`config.mk`:
```
export PLATFORM = sky130hd
export DESIGN_NAME = quad_dac_frontend
export DESIGN_NICKNAME = d
export VERILOG_FILES = /design/src/rtl/qdac_pkg.sv /design/src/rtl/qdac_sync.sv /design/src/rtl/qdac_decode.sv /design/src/rtl/qdac_ranks.sv /design/src/rtl/quad_dac_frontend.sv
export SDC_FILE = /design/constraint.sdc
export NUM_CORES = 1
export LEC_CHECK = 0
export CORE_ASPECT_RATIO = 0.5
export CORE_UTILIZATION = 25
export DETAILED_ROUTE_END_ITERATION = 16
export DONT_BUFFER_PORTS = 1
export HOLD_SLACK_MARGIN = 0.12
export SETUP_SLACK_MARGIN = 0.2
export SLEW_MARGIN = 30
export SYNTH_ARGS = -nofsm -noshare
export SYNTH_HDL_FRONTEND = slang
export SYNTH_SLANG_ARGS = --single-unit
```
`constraint.sdc`:
```
create_clock -name clk -period 5.6 [get_ports clk]
set_input_delay 1.12 -clock clk [delete_from_list [all_inputs] [get_ports clk]]
set_output_delay 1.12 -clock clk [all_outputs]
set_load 0.02 [all_outputs]
```
`src/rtl/qdac_pkg.sv`:
```
package qdac_pkg;
  typedef struct packed {
    logic cs_n;
    logic ls_n;
    logic ms_n;
    logic tr_n;
    logic rd_n;
    logic rst_n;
  } ctl_t;

  // Value the control synchroniser holds during reset: strobes idle, clear active
  localparam ctl_t CTL_IDLE = '{cs_n: 1'b1, ls_n: 1'b1, ms_n: 1'b1,
                                tr_n: 1'b1, rd_n: 1'b1, rst_n: 1'b0};

  typedef enum logic [1:0] {
    OP_IDLE   = 2'd0,
    OP_LOAD   = 2'd1,
    OP_UPDATE = 2'd2,
    OP_MODE   = 2'd3
  } op_e;
endpackage

```
`src/rtl/qdac_sync.sv`:
```
module qdac_sync #(
  parameter int              W       = 1,
  parameter int              STAGES  = 2,
  parameter logic [W-1:0]    RST_VAL = '0
) (
  input  logic         clk,
  input  logic         arst_n,
  input  logic [W-1:0] d,
  output logic [W-1:0] q
);
  logic [STAGES-1:0][W-1:0] pipe;

  always_ff @(posedge clk or negedge arst_n) begin
    if (!arst_n) begin
      pipe <= {STAGES{RST_VAL}};
    end else begin
      pipe[0] <= d;
      for (int i = 1; i < STAGES; i++) pipe[i] <= pipe[i-1];
    end
  end

  assign q = pipe[STAGES-1];
endmodule

```
`src/rtl/qdac_decode.sv`:
```
module qdac_decode
  import qdac_pkg::*;
(
  input  ctl_t ctl,
  output op_e  op,
  output logic clear
);
  always_comb begin
    op    = OP_IDLE;
    clear = !ctl.rst_n;
    if (ctl.rst_n && !ctl.cs_n) begin
      if (!ctl.ls_n && ctl.ms_n)
        op = OP_LOAD;
      else if (ctl.ls_n && !ctl.ms_n)
        op = OP_MODE;
      else if (ctl.ls_n && ctl.ms_n && ctl.tr_n && ctl.rd_n)
        op = OP_UPDATE;
    end
  end
endmodule

```
`src/rtl/qdac_ranks.sv`:
```
module qdac_ranks
  import qdac_pkg::*;
#(
  parameter int NUM_CH = 4,
  parameter int DATA_W = 12,
  parameter int ADDR_W = 2
) (
  input  logic                          clk,
  input  logic                          arst_n,
  input  logic                          clear,
  input  op_e                           op,
  input  logic [ADDR_W-1:0]             addr,
  input  logic [DATA_W-1:0]             data,
  output logic [NUM_CH-1:0][DATA_W-1:0] first_o,
  output logic [NUM_CH-1:0][DATA_W-1:0] second_o
);
  localparam logic [DATA_W-1:0] MID = {1'b1, {(DATA_W-1){1'b0}}};

  for (genvar ch = 0; ch < NUM_CH; ch++) begin : g_ch
    logic hit;
    assign hit = (op == OP_LOAD) && (addr == ADDR_W'(ch));

    always_ff @(posedge clk or negedge arst_n) begin
      if (!arst_n)     first_o[ch] <= MID;
      else if (clear)  first_o[ch] <= MID;
      else if (hit)    first_o[ch] <= data;
    end

    always_ff @(posedge clk or negedge arst_n) begin
      if (!arst_n)                second_o[ch] <= MID;
      else if (clear)             second_o[ch] <= MID;
      else if (op == OP_UPDATE)   second_o[ch] <= first_o[ch];
    end
  end
endmodule

```
`src/rtl/quad_dac_frontend.sv`:
```
module quad_dac_frontend
  import qdac_pkg::*;
#(
  parameter int NUM_CH  = 4,
  parameter int DATA_W  = 12,
  parameter int MODE_W  = 8,
  parameter int SYNC_N  = 2,
  parameter int ADDR_W  = (NUM_CH > 1) ? $clog2(NUM_CH) : 1
) (
  input  logic                          clk,
  input  logic                          cs_n,
  input  logic                          ls_n,
  input  logic                          ms_n,
  input  logic                          tr_n,
  input  logic                          rd_n,
  input  logic                          rst_n,
  input  logic [ADDR_W-1:0]             addr,
  input  logic [DATA_W-1:0]             data,
  output logic [NUM_CH-1:0][DATA_W-1:0] dac_code,
  output logic [MODE_W-1:0]             mode_word
);
  localparam int CTL_W = $bits(ctl_t);
  localparam int BUS_W = ADDR_W + DATA_W;

  ctl_t                          ctl_raw, ctl_s;
  logic [ADDR_W-1:0]             addr_s;
  logic [DATA_W-1:0]             data_s;
  op_e                           op_w;
  logic                          clear_w;
  logic [NUM_CH-1:0][DATA_W-1:0] first_w;

  assign ctl_raw = '{cs_n: cs_n, ls_n: ls_n, ms_n: ms_n,
                     tr_n: tr_n, rd_n: rd_n, rst_n: rst_n};

  qdac_sync #(.W(CTL_W), .STAGES(SYNC_N), .RST_VAL(CTL_IDLE)) u_ctl_sync (
    .clk(clk), .arst_n(rst_n), .d(ctl_raw), .q(ctl_s)
  );

  // Address and data follow the same depth so they stay aligned with the strobes
  qdac_sync #(.W(BUS_W), .STAGES(SYNC_N), .RST_VAL('0)) u_bus_sync (
    .clk(clk), .arst_n(rst_n), .d({addr, data}), .q({addr_s, data_s})
  );

  qdac_decode u_dec (.ctl(ctl_s), .op(op_w), .clear(clear_w));

  qdac_ranks #(.NUM_CH(NUM_CH), .DATA_W(DATA_W), .ADDR_W(ADDR_W)) u_ranks (
    .clk(clk), .arst_n(rst_n), .clear(clear_w), .op(op_w),
    .addr(addr_s), .data(data_s), .first_o(first_w), .second_o(dac_code)
  );

  always_ff @(posedge clk or negedge rst_n) begin
    if (!rst_n)              mode_word <= '0;
    else if (clear_w)        mode_word <= '0;
    else if (op_w == OP_MODE) mode_word <= data_s[MODE_W-1:0];
  end
endmodule

```
==> results.ini <==
[routing]
vias=2874
wire_per_inst_um=16.4
via_per_inst=4.05
wirelength_mm=11.6
drtAntennaViolNets=0
drc=0
drt_iter0_markers=261
drt_pass1_iterations=4

[cells_and_area]
nets=426
area_growth_pct=15.7
drive_above_1_share_pct=13.0

[clock_tree]
holdBufCountCts=0
ctsLongestPathBuffers=2
post_cts_buffers=0
post_cts_resized=0
htreeDepth=4
numClockSinks=144
clk_latency_ps=420
cts_buffers=17
clk_pin_slew_worst_paths_ps=60
root_buffer=clkbuf_16
cts_tree=yes

[placement]
portBuffers=0
finalWeightedCongestion=0.730
dp_hpwl_mm=7.29

[worst_setup_path]
crit_fanout=33
crit_buf_inv=2
max_stage_delay_ps=750
cp_slowest_cell=nor3_4
startpoint_type=flop
crit_path_cell_trace=inv_1 > ha_1 > nand3b_1 > nor3_4 > buf_4 > mux2i_1
crit_type=flop to flop
r2r_start=u_ctl_sync.q[3]
critPathTopFamily=simple AND/OR/NAND/NOR gates
crit_start=u_ctl_sync.q[3]
arrival_ps=3160
cp.required_ps=5940
end_kind=flop

[sta]
drv_slew=0
tightest_slew_ps=963
fmax_mhz=354
hold_violations=0
finClkSkew_ps=10.6
relSlewSlack_pct=35.6
grt_setup_unrepaired=false
setup-tns-final_ps=0
post-route-period-util_pct=50.4
timing.hold.ws_ps=346
period_minus_slack_ps=2820
finalSetupViolCount=0

[synth]
yosysSeqAreaShare_pct=66.7
synth.top_cell.area_share_pct=58.0
synth_edf_count=0
synthArstFlopShare_pct=100
yosysWarnings=0
syn_area_um2=5440
yosys.cell_count.top_type=dfrtp_1
yosysUniqueCellTypes=17
synthFlopType=dfrtp_1
avgSynthCellArea_um2=13.5
synth.top_cells.by_count=126 x dfrtp_1, 107 x nand2_1, 104 x mux2i_1
ys_seq_elements=144
synthCells=403
syn_nets=427
synth_area_leaders=dfrtp_1 58%, mux2i_1 19%, dfstp_2 8.7%
synth_top_area_cell=dfrtp_1

[global_routing]
grt_start_max_net_pins=146
gr-total-overflow=0
antenna_found_initial=4
grt_pass1_wl_mm=18.3
grt_usage_pct=11.2
grt_pass1_vias=3036

[flow_run]
cap_violations=0

[floorplanning]
start_util_pct=26.0
core_um2=20900
fp.dieH_um=106
ios=77
core.rowCount=37
design.die.area_um2=22400
die_w_um=211

[hold_path]
min_path_type=flop to flop
worstHoldStart=u_bus_sync.pipe[4]

[power_and_ir_drop]
ir_drop_mv=0.205
p_leak_uw=0.00291
p_per_area_nw_per_um2=352

[run_status]
status=finished, final reports clean

## routing by layer
metal  vias to the layer above  share of wire (%)  global-route usage, %
met5                         -               0.11                      0
met4                         2                1.7                   4.55
met3                        21                7.4                   5.76
met2                        46                 46                   16.6
met1                      1462                 45                   13.8
li1                       1343                  -                      -
## final cells by class
class	count	area, um2
sequential	144	3630
clock inverter	6	85.1
inverter	5	18.8
timing repair buffer	3	22.5
antenna	3	7.51
clock buffer	26	479
multi-input combinational	231	1680
tap	292	365
fill	2124	14600
## through the flow
step	setup slack, ps	util (%)	power [uW]	instances	cell area (um2)
final	2780	30.1	2220	710	6290
after CTS	2740	30.0	2240	707	6270
after floorplan	3750	-	1130	403	5440
after global placement	2800	27.2	1150	675	5700
after detailed placement	2760	27.3	1150	675	5710
after global routing	2610	30.0	2300	707	6280
## where the power goes
| part | total [uW] | switching, uW | internal, uW |
|---|---|---|---|
| Clock | 1080 | 407 | 678 |
| Sequential | 1080 | 12.0 | 1070 |
| Combinational | 53.4 | 37.3 | 16.1 |
| Total | 2220 | 456 | 1760 |
## state kept, by name (all words and copies together), names as in the netlist
name / count
u_ctl_sync.q: 6
u_bus_sync.pipe: 14
u_bus_sync.q: 14
u_ranks.second_o: 48
u_ctl_sync.pipe: 6
u_ranks.first_o: 48
mode_word: 8
## final timing paths
path                                   endpoint  slack (ps)  depth (start not counted)
max in group asynchronous  u_ranks.second_o[47]        4950                          0
setup / recovery           u_ranks.second_o[22]        2780                          6
setup reg to reg           u_ranks.second_o[22]        2780                          6
hold / removal                  u_bus_sync.q[4]         350                          0
hold reg to reg                 u_bus_sync.q[4]         350                          0
min in group asynchronous          mode_word[1]         390                          0
## cells in the final DEF (no fill, tap or decap)
cell          n
clkinvlp_4    2
ha_1          3
a31oi_4       1
dfrtp_1     125
nand3b_1      1
nor3_4        1
dfstp_2      18
mux2i_1     104
o2111ai_4     2
o2111ai_2     2
clkbuf_16    17
clkbuf_8      2
nor3b_1       1
clkinv_2      2
bufinv_16     2
nor2b_1       8
inv_1         5
nor3b_4       1
buf_4         3
clkbuf_1      7
nand2_1     107
dfrtp_4       1
diode_2       3
## cell families after synthesis
| family | count (synthesis) | share of synthesized area [%] |
|---|---|---|
| compound gates | 5 | 1.50 |
| fa+ha+maj | 3 | 0.690 |
| flops | 144 | 66.7 |
| simple gates | 119 | 9.11 |
| buf+inv | 28 | 2.88 |
| mux | 104 | 19.1 |
Power figures use the tool's default switching activity.
